==> config.mk <==
export PLATFORM = sky130hd
export DESIGN_NAME = exc_entry_seq
export DESIGN_NICKNAME = d
export VERILOG_FILES = /design/src/rtl/exs_pkg.sv /design/src/rtl/exs_arb.sv /design/src/rtl/exs_hold.sv /design/src/rtl/exs_ctx.sv /design/src/rtl/exc_entry_seq.sv
export SDC_FILE = /design/constraint.sdc
export NUM_CORES = 1
export LEC_CHECK = 0
export ABC_AREA = 1
export ABC_CLOCK_PERIOD_IN_PS = 1300
export CAP_MARGIN = 20
export CORE_UTILIZATION = 44
export DETAILED_ROUTE_END_ITERATION = 6
export GPL_ROUTABILITY_DRIVEN = 0
export HOLD_SLACK_MARGIN = 0.15
export PLACE_DENSITY = 0.89
export SYNTH_ARGS = -nofsm -noshare
export SYNTH_HDL_FRONTEND = slang
export SYNTH_HIERARCHICAL = 1
export SYNTH_SLANG_ARGS = --single-unit
==> constraint.sdc <==
create_clock -name clk -period 1.3 [get_ports clk]
set_input_delay 0.13 -clock clk [delete_from_list [all_inputs] [get_ports clk]]
set_output_delay 0.13 -clock clk [all_outputs]
set_load 0.05 [all_outputs]
==> src/rtl/exs_pkg.sv <==
package exs_pkg;
  typedef enum logic [2:0] {
    TK_NONE = 3'd0,
    TK_EXC  = 3'd1,
    TK_SRST = 3'd2,
    TK_RET  = 3'd3,
    TK_DBG  = 3'd4,
    TK_PER  = 3'd5
  } take_e;

  localparam int SR_MLO  = 4;
  localparam int MASK_W  = 4;
  localparam int SR_BLK  = 28;
  localparam int SR_BANK = 29;
  localparam int SR_PRIV = 30;
endpackage

==> src/rtl/exs_arb.sv <==
module exs_arb
  import exs_pkg::*;
(
  input  logic              bnd,
  input  logic [MASK_W-1:0] mask,
  input  logic              blk,
  input  logic              lowpwr,
  input  logic              per_req,
  input  logic [MASK_W-1:0] per_lvl,
  input  logic              dbg_req,
  input  logic              exc_req,
  input  logic              exc_brk,
  input  logic              ret_stb,
  output take_e             take
);
  localparam logic [MASK_W-1:0] MASK_TOP = '1;

  logic irq_ok;
  assign irq_ok = !blk || lowpwr;

  always_comb begin
    take = TK_NONE;
    if (bnd) begin
      if (exc_req && !blk)
        take = TK_EXC;
      else if (exc_req && blk && !exc_brk)
        take = TK_SRST;
      else if (ret_stb)
        take = TK_RET;
      else if (dbg_req && (mask != MASK_TOP) && irq_ok)
        take = TK_DBG;
      else if (per_req && (mask < per_lvl) && irq_ok)
        take = TK_PER;
    end
  end
endmodule

==> src/rtl/exs_hold.sv <==
module exs_hold #(
  parameter int HOLD = 4
) (
  input  logic       clk,
  input  logic       rst_n,
  input  logic       start,
  output logic [1:0] stat
);
  localparam int CW = $clog2(HOLD + 1);
  localparam logic [CW-1:0] LOADV = CW'(HOLD);

  logic [CW-1:0] cnt;

  always_ff @(posedge clk or negedge rst_n) begin
    if (!rst_n)
      cnt <= '0;
    else if (start)
      cnt <= LOADV;
    else if (cnt != '0)
      cnt <= cnt - 1'b1;
  end

  assign stat = (cnt != '0) ? 2'b11 : 2'b00;
endmodule

==> src/rtl/exs_ctx.sv <==
module exs_ctx
  import exs_pkg::*;
#(
  parameter int          XLEN      = 32,
  parameter int          CODE_W    = 12,
  parameter logic [XLEN-1:0]   IRQ_OFF   = 'h600,
  parameter logic [XLEN-1:0]   EXC_OFF   = 'h100,
  parameter logic [XLEN-1:0]   SRST_ADDR = 'hA000_0000,
  parameter logic [CODE_W-1:0] DBG_CODE  = 'h5E0
) (
  input  logic              clk,
  input  logic              rst_n,
  input  take_e             take,
  input  logic [XLEN-1:0]   cur_pc,
  input  logic [XLEN-1:0]   seq_pc,
  input  logic [XLEN-1:0]   cur_sr,
  input  logic [XLEN-1:0]   vec_base,
  input  logic [CODE_W-1:0] per_code,
  input  logic [CODE_W-1:0] exc_code,
  output logic              load_o,
  output logic [2:0]        kind_o,
  output logic [XLEN-1:0]   pc_o,
  output logic [XLEN-1:0]   sr_o,
  output logic [XLEN-1:0]   saved_pc_o,
  output logic [XLEN-1:0]   saved_sr_o,
  output logic [CODE_W-1:0] irq_code_o,
  output logic [CODE_W-1:0] irq_code2_o,
  output logic [CODE_W-1:0] exc_evt_o
);
  logic [XLEN-1:0] entry_sr;
  logic [XLEN-1:0] srst_sr;

  always_comb begin
    entry_sr = cur_sr;
    entry_sr[SR_BLK]  = 1'b1;
    entry_sr[SR_BANK] = 1'b1;
    entry_sr[SR_PRIV] = 1'b1;
    srst_sr = entry_sr;
    srst_sr[SR_MLO +: MASK_W] = '1;
  end

  always_ff @(posedge clk or negedge rst_n) begin
    if (!rst_n) begin
      load_o      <= 1'b0;
      kind_o      <= 3'd0;
      pc_o        <= '0;
      sr_o        <= '0;
      saved_pc_o  <= '0;
      saved_sr_o  <= '0;
      irq_code_o  <= '0;
      irq_code2_o <= '0;
      exc_evt_o   <= '0;
    end else begin
      load_o <= (take != TK_NONE);
      kind_o <= take;
      unique case (take)
        TK_EXC: begin
          saved_pc_o <= cur_pc;
          saved_sr_o <= cur_sr;
          exc_evt_o  <= exc_code;
          pc_o       <= vec_base + EXC_OFF;
          sr_o       <= entry_sr;
        end
        TK_SRST: begin
          pc_o <= SRST_ADDR;
          sr_o <= srst_sr;
        end
        TK_RET: begin
          pc_o <= saved_pc_o;
          sr_o <= saved_sr_o;
        end
        TK_DBG, TK_PER: begin
          saved_pc_o  <= seq_pc;
          saved_sr_o  <= cur_sr;
          irq_code_o  <= (take == TK_DBG) ? DBG_CODE : per_code;
          irq_code2_o <= (take == TK_DBG) ? DBG_CODE : per_code;
          pc_o        <= vec_base + IRQ_OFF;
          sr_o        <= entry_sr;
        end
        default: ;
      endcase
    end
  end
endmodule

==> src/rtl/exc_entry_seq.sv <==
module exc_entry_seq
  import exs_pkg::*;
#(
  parameter int XLEN   = 32,
  parameter int CODE_W = 12,
  parameter int HOLD   = 4
) (
  input  logic              clk,
  input  logic              rst_n,
  input  logic              bnd,
  input  logic [XLEN-1:0]   cur_pc,
  input  logic [XLEN-1:0]   seq_pc,
  input  logic [XLEN-1:0]   cur_sr,
  input  logic [XLEN-1:0]   vec_base,
  input  logic              per_req,
  input  logic [3:0]        per_lvl,
  input  logic [CODE_W-1:0] per_code,
  input  logic              dbg_req,
  input  logic              exc_req,
  input  logic              exc_brk,
  input  logic [CODE_W-1:0] exc_code,
  input  logic              lowpwr,
  input  logic              ret_stb,
  output logic              load_o,
  output logic [2:0]        kind_o,
  output logic [XLEN-1:0]   pc_o,
  output logic [XLEN-1:0]   sr_o,
  output logic [XLEN-1:0]   saved_pc_o,
  output logic [XLEN-1:0]   saved_sr_o,
  output logic [CODE_W-1:0] irq_code_o,
  output logic [CODE_W-1:0] irq_code2_o,
  output logic [CODE_W-1:0] exc_evt_o,
  output logic [1:0]        stat_o
);
  take_e take;

  exs_arb u_arb (
    .bnd     (bnd),
    .mask    (cur_sr[SR_MLO +: MASK_W]),
    .blk     (cur_sr[SR_BLK]),
    .lowpwr  (lowpwr),
    .per_req (per_req),
    .per_lvl (per_lvl),
    .dbg_req (dbg_req),
    .exc_req (exc_req),
    .exc_brk (exc_brk),
    .ret_stb (ret_stb),
    .take    (take)
  );

  exs_ctx #(.XLEN(XLEN), .CODE_W(CODE_W)) u_ctx (
    .clk         (clk),
    .rst_n       (rst_n),
    .take        (take),
    .cur_pc      (cur_pc),
    .seq_pc      (seq_pc),
    .cur_sr      (cur_sr),
    .vec_base    (vec_base),
    .per_code    (per_code),
    .exc_code    (exc_code),
    .load_o      (load_o),
    .kind_o      (kind_o),
    .pc_o        (pc_o),
    .sr_o        (sr_o),
    .saved_pc_o  (saved_pc_o),
    .saved_sr_o  (saved_sr_o),
    .irq_code_o  (irq_code_o),
    .irq_code2_o (irq_code2_o),
    .exc_evt_o   (exc_evt_o)
  );

  exs_hold #(.HOLD(HOLD)) u_hold (
    .clk   (clk),
    .rst_n (rst_n),
    .start (take == TK_SRST),
    .stat  (stat_o)
  );
endmodule

==> results of run 1 <==
stage by stage:
stage | util | area [sq um]
2_1_floorplan | - | 8549
3_3_place_gp | 0.7975 | 14520
3_5_place_dp | 0.7975 | 14520
4_1_cts | 0.9193 | 16740
synthesized netlist by cell type, types with 13 or more instances:
cell,number,area (sq um)
a21oi_1,66,330.3
o22ai_1,17,106.4
o21ai_1,40,200.2
inv_1,75,281.5
inv_2,13,48.80
buf_2,33,165.2
nor2_2,13,81.33
nand2_1,313,1175
o21ai_0,72,360.4
buf_4,25,187.7
dfrtp_1,159,3979
nand4_1,14,87.58
nand3_1,67,335.3
nor2_1,120,450.4
kinds of logic after synthesis:
family | Yosys count | synth area share
adder cells (fa/ha/maj) | 8 | 0.01211
AND/OR/NAND/NOR | 545 | 0.2748
buffers and inverters | 153 | 0.08670
XOR/XNOR | 6 | 0.006355
flip-flops | 159 | 0.4812
AO/OA/AOI/OAI | 214 | 0.1389
metal layers:
| metal | track usage | GRT overflow |
|---|---|---|
| met5 | 0.1830 | 1 |
| met4 | 1.146 | 372 |
| met3 | 0.7017 | 19 |
| met2 | 1.377 | 1502 |
| met1 | 0.8901 | 12 |
what timing repair did:
item                                    in CTS
pin swaps                                   63
hold buffers                                 4
endpoints found under the setup margin     159
cloned                                      26
buffers inserted                            37
gates resized for setup                    244
endpoints found under the hold margin      162
==> impl_metrics.json, run 1 <==
{
  "status": "aborted with a tool error",
  "haltStage": "5_1_grt",
  "firstError": "[ERROR GRT-0232] Routing congestion too high. Check the congestion heatmap in the GUI.",
  "worst-ep-kind": "sequential cell input",
  "synth-main-ff-cell": "dfrtp_1",
  "yosysSeqAreaShare": 0.4812,
  "grt_max_degree": 40,
  "ys_warn_count": 6,
  "cts_root_buf": "clkbuf_16",
  "ys_ff_latch": 159,
  "post-place-ws_ns": -1.480,
  "clock_sinks": 159,
  "syn_inst": 1085,
  "synth.avg_cell_area_sq_um": 7.621,
  "postGrtWorstEndpoint": "u_ctx/pc_o[15]$_DFFE_PN0P_/D",
  "start_util": 0.4541,
  "clockBufferDepth": 2,
  "overflow": 1906,
  "cts_made_buffers": 17,
  "die_w_um": 139.1,
  "hpwlAfterDp_um": 26320,
  "syn_area_sq_um": 8269,
  "synth_enable_flop_cells": 0,
  "groute.usage.overall": 0.9990,
  "synth_cell_type_count": 36,
  "ios": 335,
  "placedCellCount": 1708,
  "synth_fp_nets": 1258,
  "async_reset_ff_frac": 1.000,
  "dieHeight_um": 139.1,
  "htreeDepth": 4,
  "portBuffers": 334,
  "rows": 49
}
==> run 2: changes to the inputs <==
--- a/config.mk
+++ b/config.mk
@@ -8,11 +8,10 @@
 export ABC_AREA = 1
 export ABC_CLOCK_PERIOD_IN_PS = 1300
 export CAP_MARGIN = 20
-export CORE_UTILIZATION = 44
+export CORE_UTILIZATION = 30
 export DETAILED_ROUTE_END_ITERATION = 6
 export GPL_ROUTABILITY_DRIVEN = 0
-export HOLD_SLACK_MARGIN = 0.15
-export PLACE_DENSITY = 0.89
+export PLACE_DENSITY_LB_ADDON = 0.15
 export SYNTH_ARGS = -nofsm -noshare
 export SYNTH_HDL_FRONTEND = slang
 export SYNTH_HIERARCHICAL = 1
==> run 2 against run 1 <==
Net effect: the flow now finishes, with violations (negative setup slack); synthesized cell count unchanged; synthesized area unchanged.
==> impl_metrics.json, run 2 <==
{
  "min_to": "u_ctx/saved_sr_o[5]",
  "postPlaceCellArea_sq_um": 14680,
  "cts_tree": "built",
  "status": "complete, but fails checks",
  "overflow": 0,
  "synth_common_cells": "313 x nand2_1, 159 x dfrtp_1, 120 x nor2_1, 75 x inv_1, 72 x o21ai_0",
  "antenna_found_initial": 0,
  "yosysSeqAreaShare": 0.4812,
  "drive_gt1_frac": 0.4022,
  "cts_root_buf": "clkbuf_16",
  "synth_cell_type_count": 36,
  "async_reset_ff_frac": 1.000,
  "rsz0062_at_grt": "true",
  "reg2reg_depth": 7,
  "crit_chain": "clkdlybuf4s15_2 -> buf_4 -> nand4_1 -> nand3_2 -> buf_6 -> a21oi_4 -> inv_2 -> nor2_4 -> inv_4 -> nand2_4 -> nor2_4 -> inv_4 -> buf_12 -> buf_12 -> buf_16 -> o21ai_2 -> o21ai_1",
  "cp-start-kind": "input pin",
  "fmax_mhz": 554.6,
  "syn_inst": 1085,
  "report.final.setup_viol": 159,
  "clk_transition_reported_paths_ns": 0.07,
  "post-route-period-util": 1.387,
  "drt-initial-drc-count": 607,
  "clock_sinks": 159,
  "start_util": 0.3060,
  "htreeDepth": 4,
  "r2r_start": "u_hold/cnt[1]",
  "path_delay_family": "buffers and inverters",
  "ys_warn_count": 6,
  "drc": 0,
  "grt_max_degree": 33,
  "synth.avg_cell_area_sq_um": 7.621,
  "cp.required_ns": 1.64,
  "final_common_cell": "nand2_1",
  "layout_min_cycle_time_ns": 1.803,
  "critPathArrivalTime_ns": 2.14,
  "diodes": 0,
  "antenna_left": 0,
  "dieHeight_um": 168.0,
  "ir_drop_mv": 0.8723,
  "die_w_um": 168.0,
  "tightest_slew_ns": 0.3506,
  "r2r_slack_ns": 0.12,
  "cellLeakagePower_uw": 0.008001,
  "cap_violations": 0,
  "powerDensity_nw_per_um2": 1564,
  "setup_slack_ns": -0.5031,
  "cts_made_buffers": 17,
  "power.total_uw": 27340,
  "via_per_inst": 4.950,
  "relSlewSlack": 0.7638,
  "cp-end-kind": "register",
  "synth_enable_flop_cells": 0,
  "dr_total_vias": 9613,
  "synth_top_area_frac": 0.4812,
  "hold_class": "input pin to register",
  "crit_slowest_cell": "clkdlybuf4s15_2",
  "use_met3": 0.05078,
  "synth_top_area_cell": "dfrtp_1",
  "grt_pass1_vias": 9636,
  "portBuffers": 334,
  "worstSetupPathType": "input pin to register",
  "clock_latency_ns": 0.43,
  "fillers": 2142,
  "hpwlAfterDp_um": 24520,
  "firstDrtPassIters": 5,
  "slew_violations": 0,
  "synth_most_common_cell": "nand2_1",
  "drt-total-wl_um": 37220,
  "gr-usage-met2": 0.4518,
  "whs_ns": 0.06529,
  "nets": 1761,
  "worstHoldStart": "cur_sr[5]",
  "synthTopCellsByArea": "dfrtp_1 48%, nand2_1 14%, nor2_1 5.4%",
  "final_cell_area_sq_um": 17480,
  "worstPathMaxFanout": 5,
  "r2r_end": "u_hold/cnt[1]",
  "clockBufferDepth": 2,
  "grtUsageMet1": 0.3241,
  "synth-main-ff-cell": "dfrtp_1",
  "ys_ff_latch": 159,
  "violations": "negative setup slack",
  "syn_to_final_growth_pct": 111.4,
  "rows": 60,
  "coreArea_sq_um": 27030,
  "whs_path_depth": 4,
  "hold_violations": 0,
  "ios": 335,
  "syn_area_sq_um": 8269,
  "utilization": 0.6468,
  "groute.usage.overall": 0.2592,
  "grt.busiest_layer": "met2",
  "final_cell_mix": "252 x nand2_1, 201 x buf_12, 159 x dfrtp_1",
  "clock_skew_ns": 0.009521,
  "synth_fp_nets": 1258,
  "slowest_delay_ns": 0.20,
  "critical_path_buf_inv_count": 9,
  "grt_pass1_wl_um": 55550,
  "die_area_sq_um": 28230,
  "routedWlPerCell_um": 19.17
}
-- run 2: kinds of logic after synthesis --
group / synth area share
buf+inv: 0.08670
fa+ha+maj: 0.01211
xor+xnor: 0.006355
compound gates: 0.1389
simple gates: 0.2748
flops: 0.4812
-- run 2: timing repair --
action / 4_1_cts / 5_1_grt
endpoints found under the setup margin: 160 / 159
cloned: 23 / 5
resized for setup: 258 / 117
endpoints found under the hold margin: 160 / 0
pin swaps: 58 / 44
setup buffers: 49 / 17
hold buffers: 2 / 0
-- run 2: power breakdown --
| group | internal, uW | total [uW] | switching, uW |
|---|---|---|---|
| clock network | 2750 | 5200 | 2450 |
| logic | 7090 | 14600 | 7470 |
| registers | 6060 | 7590 | 1520 |
| total | 15900 | 27300 | 11400 |
-- run 2: cell type report --
cell class / instances / area, sq um / share of cell area
Clock buffer: 17 / 425.4 / 0.02434
Clock inverter: 15 / 173.9 / 0.009949
Inverter: 89 / 381.6 / 0.02183
Multi-Input combinational cell: 773 / 4473 / 0.2559
Sequential cell: 159 / 3979 / 0.2276
Tap cell: 341 / 426.7 / 0.02441
Timing Repair Buffer: 546 / 7596 / 0.4345
Timing Repair inverter: 2 / 25.02 / 0.001432
-- run 2: tightest hold or removal path, cell delays in order --
cell	delay (ns)
buf_8	0.08
buf_4	0.12
nand2_4	0.05
o21ai_2	0.06
-- run 2: worst max-delay path by stage --
stage | start | endpoint | slack, ns | depth (start not counted)
6_report | cur_sr[4] | u_ctx/sr_o[22] | -0.50 | 17
2_1_floorplan | cur_sr[5] | u_ctx/sr_o[4] | -0.58 | 20
3_5_place_dp | per_lvl[1] | u_ctx/pc_o[14] | -1.46 | 19
5_1_grt | cur_sr[5] | u_ctx/pc_o[30] | -0.61 | 21
3_3_place_gp | per_lvl[1] | u_ctx/pc_o[14] | -1.42 | 19
4_1_cts | cur_sr[5] | u_ctx/sr_o[29] | -0.43 | 20
-- run 2: stage by stage --
step	instances	TNS (ns)	setup slack, ns
finish	1942	-65.41	-0.5031
global route	1942	-79.76	-0.6107
CTS	1929	-57.06	-0.4339
detailed placement	1827	-214.31	-1.460
global placement	1827	-207.34	-1.421
floorplan	1085	-80.54	-0.5849
-- run 2: per-layer routing --
metal / vias to the layer above / wire length [um]
li1: 4543 / -
met1: 4645 / 15260
met2: 367 / 18790
met3: 58 / 2326
met4: 0 / 842
met5: - / 0
Note: power is estimated with default switching activity, not from simulation.
==> run 3: changes to the inputs <==
--- a/config.mk
+++ b/config.mk
@@ -12,6 +12,7 @@
 export DETAILED_ROUTE_END_ITERATION = 6
 export GPL_ROUTABILITY_DRIVEN = 0
 export PLACE_DENSITY_LB_ADDON = 0.15
+export SKIP_CTS_REPAIR_TIMING = 1
 export SYNTH_ARGS = -nofsm -noshare
 export SYNTH_HDL_FRONTEND = slang
 export SYNTH_HIERARCHICAL = 1
==> constraint.sdc (replaced) <==
create_clock -name clk -period 1.3 [get_ports clk]
set_input_delay 0.26 -clock clk [delete_from_list [all_inputs] [get_ports clk]]
set_output_delay 0.26 -clock clk [all_outputs]
set_load 0.05 [all_outputs]
==> run 3 against run 2 <==
Net effect: the flow still finishes with violations (negative setup slack); clock skew up 0.0055 ns; worst hold slack better by 0.076 ns; die area unchanged; global-route usage is 2.9 points lower; cell count decreased by 1.5%; critical path type unchanged; critical endpoint is now u_ctx/saved_pc_o[9]; largest cell class unchanged.
==> impl_metrics.json, run 3 (synthesized netlist as in run 2, its figures left out) <==
{
  "met3_length_um": 2154,
  "dieHeight_um": 168.0,
  "p_clk_frac": 0.204,
  "die_area_sq_um": 28230,
  "seq_area_sq_um": 3983,
  "worstPathMaxFanout": 8,
  "hold_class": "input pin to register",
  "dr_total_vias": 9469,
  "critPathArrivalTime_ns": 2.22,
  "firstDrtPassIters": 6,
  "clk_transition_reported_paths_ns": 0.08,
  "powerDensity_nw_per_um2": 1605,
  "drc": 0,
  "syn_to_final_growth_pct": 103.2,
  "cap_violations": 0,
  "violations": "negative setup slack",
  "setup_slack_ns": -0.6106,
  "final_cell_mix": "259 x nand2_1, 191 x buf_12, 156 x dfrtp_1",
  "slew_violations": 0,
  "hold_violations": 0,
  "min_to": "u_ctx/saved_sr_o[28]",
  "post-route-period-util": 1.470,
  "portBuffers": 334,
  "final_common_cell": "nand2_1",
  "grt_max_degree": 56,
  "clock_skew_ns": 0.01505,
  "ir_drop_mv": 0.8925,
  "cp.required_ns": 1.61,
  "antenna_left": 0,
  "fmax_mhz": 523.4,
  "status": "complete, but fails checks",
  "layout_min_cycle_time_ns": 1.911,
  "whs_path_depth": 4,
  "die_w_um": 168.0,
  "reg2reg_depth": 6,
  "coreArea_sq_um": 27030,
  "cts_root_buf": "clkbuf_16",
  "worstSetupPathType": "input pin to register",
  "r2r_end": "u_ctx/pc_o[25]",
  "r2r_start": "u_ctx/saved_pc_o[25]",
  "met2WireLength_um": 18730,
  "cellLeakagePower_uw": 0.007867,
  "drt-initial-drc-count": 581,
  "clock_latency_ns": 0.43,
  "post-place-ws_ns": -1.578,
  "p_int_uw": 15830,
  "p_seq_frac": 0.279,
  "cp-end-kind": "register",
  "p_comb_frac": 0.517,
  "routedWlPerCell_um": 19.28,
  "groute.usage.overall": 0.2305,
  "via_per_inst": 4.952,
  "rsz0062_at_grt": "true",
  "cp-start-kind": "input pin",
  "htreeDepth": 4,
  "overflow": 0,
  "clockBufferDepth": 2,
  "fillers": 2227,
  "start_util": 0.3060,
  "tightest_slew_ns": 0.2835,
  "ios": 335,
  "hpwlAfterDp_um": 24410,
  "multi_input_area_sq_um": 4202,
  "report.final.setup_viol": 190,
  "grt_pass1_vias": 8973,
  "cts_made_buffers": 17,
  "drt-total-wl_um": 36860,
  "sw_frac_of_total": 0.4130,
  "p_switching_uw": 11140,
  "highest_layer": "met5",
  "nets": 1731,
  "drive_gt1_frac": 0.3650,
  "cts_tree": "built",
  "wl_met1_um": 15360,
  "relSlewSlack": 0.8110,
  "worstHoldStart": "cur_sr[28]",
  "grt_pass1_wl_um": 50430,
  "antenna_found_initial": 2,
  "rows": 60,
  "r2r_slack_ns": 0.29,
  "clock_sinks": 159,
  "power.total_uw": 26970
}
[run 3: worst max path at each step]
stage,startpoint,endpoint,slack (ns)
after floorplan,cur_sr[5],u_ctx/sr_o[4],-0.71
after global placement,per_lvl[1],u_ctx/pc_o[30],-1.56
after detailed placement,per_lvl[1],u_ctx/pc_o[30],-1.58
after CTS,per_lvl[1],u_ctx/pc_o[30],-1.15
after global routing,per_lvl[1],u_ctx/sr_o[4],-0.73
final,per_lvl[1],u_ctx/saved_pc_o[9],-0.61
[run 3: critical path, stage by stage]
cell and delay [ns]:
buf_8 0.10, inv_8 0.04, ha_4 0.19, nand2_2 0.05, nand2_2 0.04, nand2_1 0.05, nand2_1 0.06, nand2_2 0.08
nand3_2 0.07, nand2_1 0.07, nand2_2 0.06, a21oi_4 0.21, buf_6 0.14, nand2_4 0.06, nor2_4 0.16, nor2_4 0.08
inv_4 0.08, buf_6 0.14, clkbuf_16 0.18, o22ai_2 0.08
[run 3: through the flow]
stage / util / area (sq um) / TNS, ns / hold slack (ns) / std cells
2_1_floorplan: - / 8557 / -100.71 / -0.03559 / 1085
3_3_place_gp: 0.5438 / 14700 / -228.11 / 0.1483 / 1827
3_5_place_dp: 0.5438 / 14700 / -229.15 / 0.1475 / 1827
4_1_cts: 0.5669 / 15320 / -162.68 / -0.3173 / 1858
5_1_grt: 0.6219 / 16810 / -101.66 / 0.1430 / 1912
6_report: 0.6219 / 16810 / -83.54 / 0.1413 / 1912
[run 3: power groups by stage]
stage / Sequential [uW] / Combinational, uW / Clock [uW]
after floorplan: 10600 / 2540 / 0
after global placement: 7550 / 12800 / 0
after detailed placement: 7580 / 12800 / 0
after CTS: 7500 / 12900 / 5600
after global routing: 7700 / 14500 / 5800
final: 7540 / 13900 / 5490
[run 3: layer usage]
layer  track usage  up-vias
li1              -     4475
met1        0.2910     4620
met2        0.4024      338
met3       0.04537       34
met4       0.05784        2
met5             0        -
[run 3: cell type report]
class | count | area share
clock inverters | 14 | 0.01176
repair buffers | 518 | 0.4275
inverters | 89 | 0.02293
flip-flops and latches | 159 | 0.2370
diodes | 1 | 0.0001489
well taps | 341 | 0.02539
multi-input cells | 773 | 0.2500
clock buffers | 17 | 0.02531
==> run 4: changes to the inputs <==
--- a/config.mk
+++ b/config.mk
@@ -9,6 +9,7 @@
 export ABC_CLOCK_PERIOD_IN_PS = 1300
 export CAP_MARGIN = 20
 export CORE_UTILIZATION = 30
+export CTS_CLUSTER_DIAMETER = 120
 export DETAILED_ROUTE_END_ITERATION = 6
 export GPL_ROUTABILITY_DRIVEN = 0
 export PLACE_DENSITY_LB_ADDON = 0.15
==> results of run 4 <==
Final layout, timing and power as in run 3 (identical DEF).
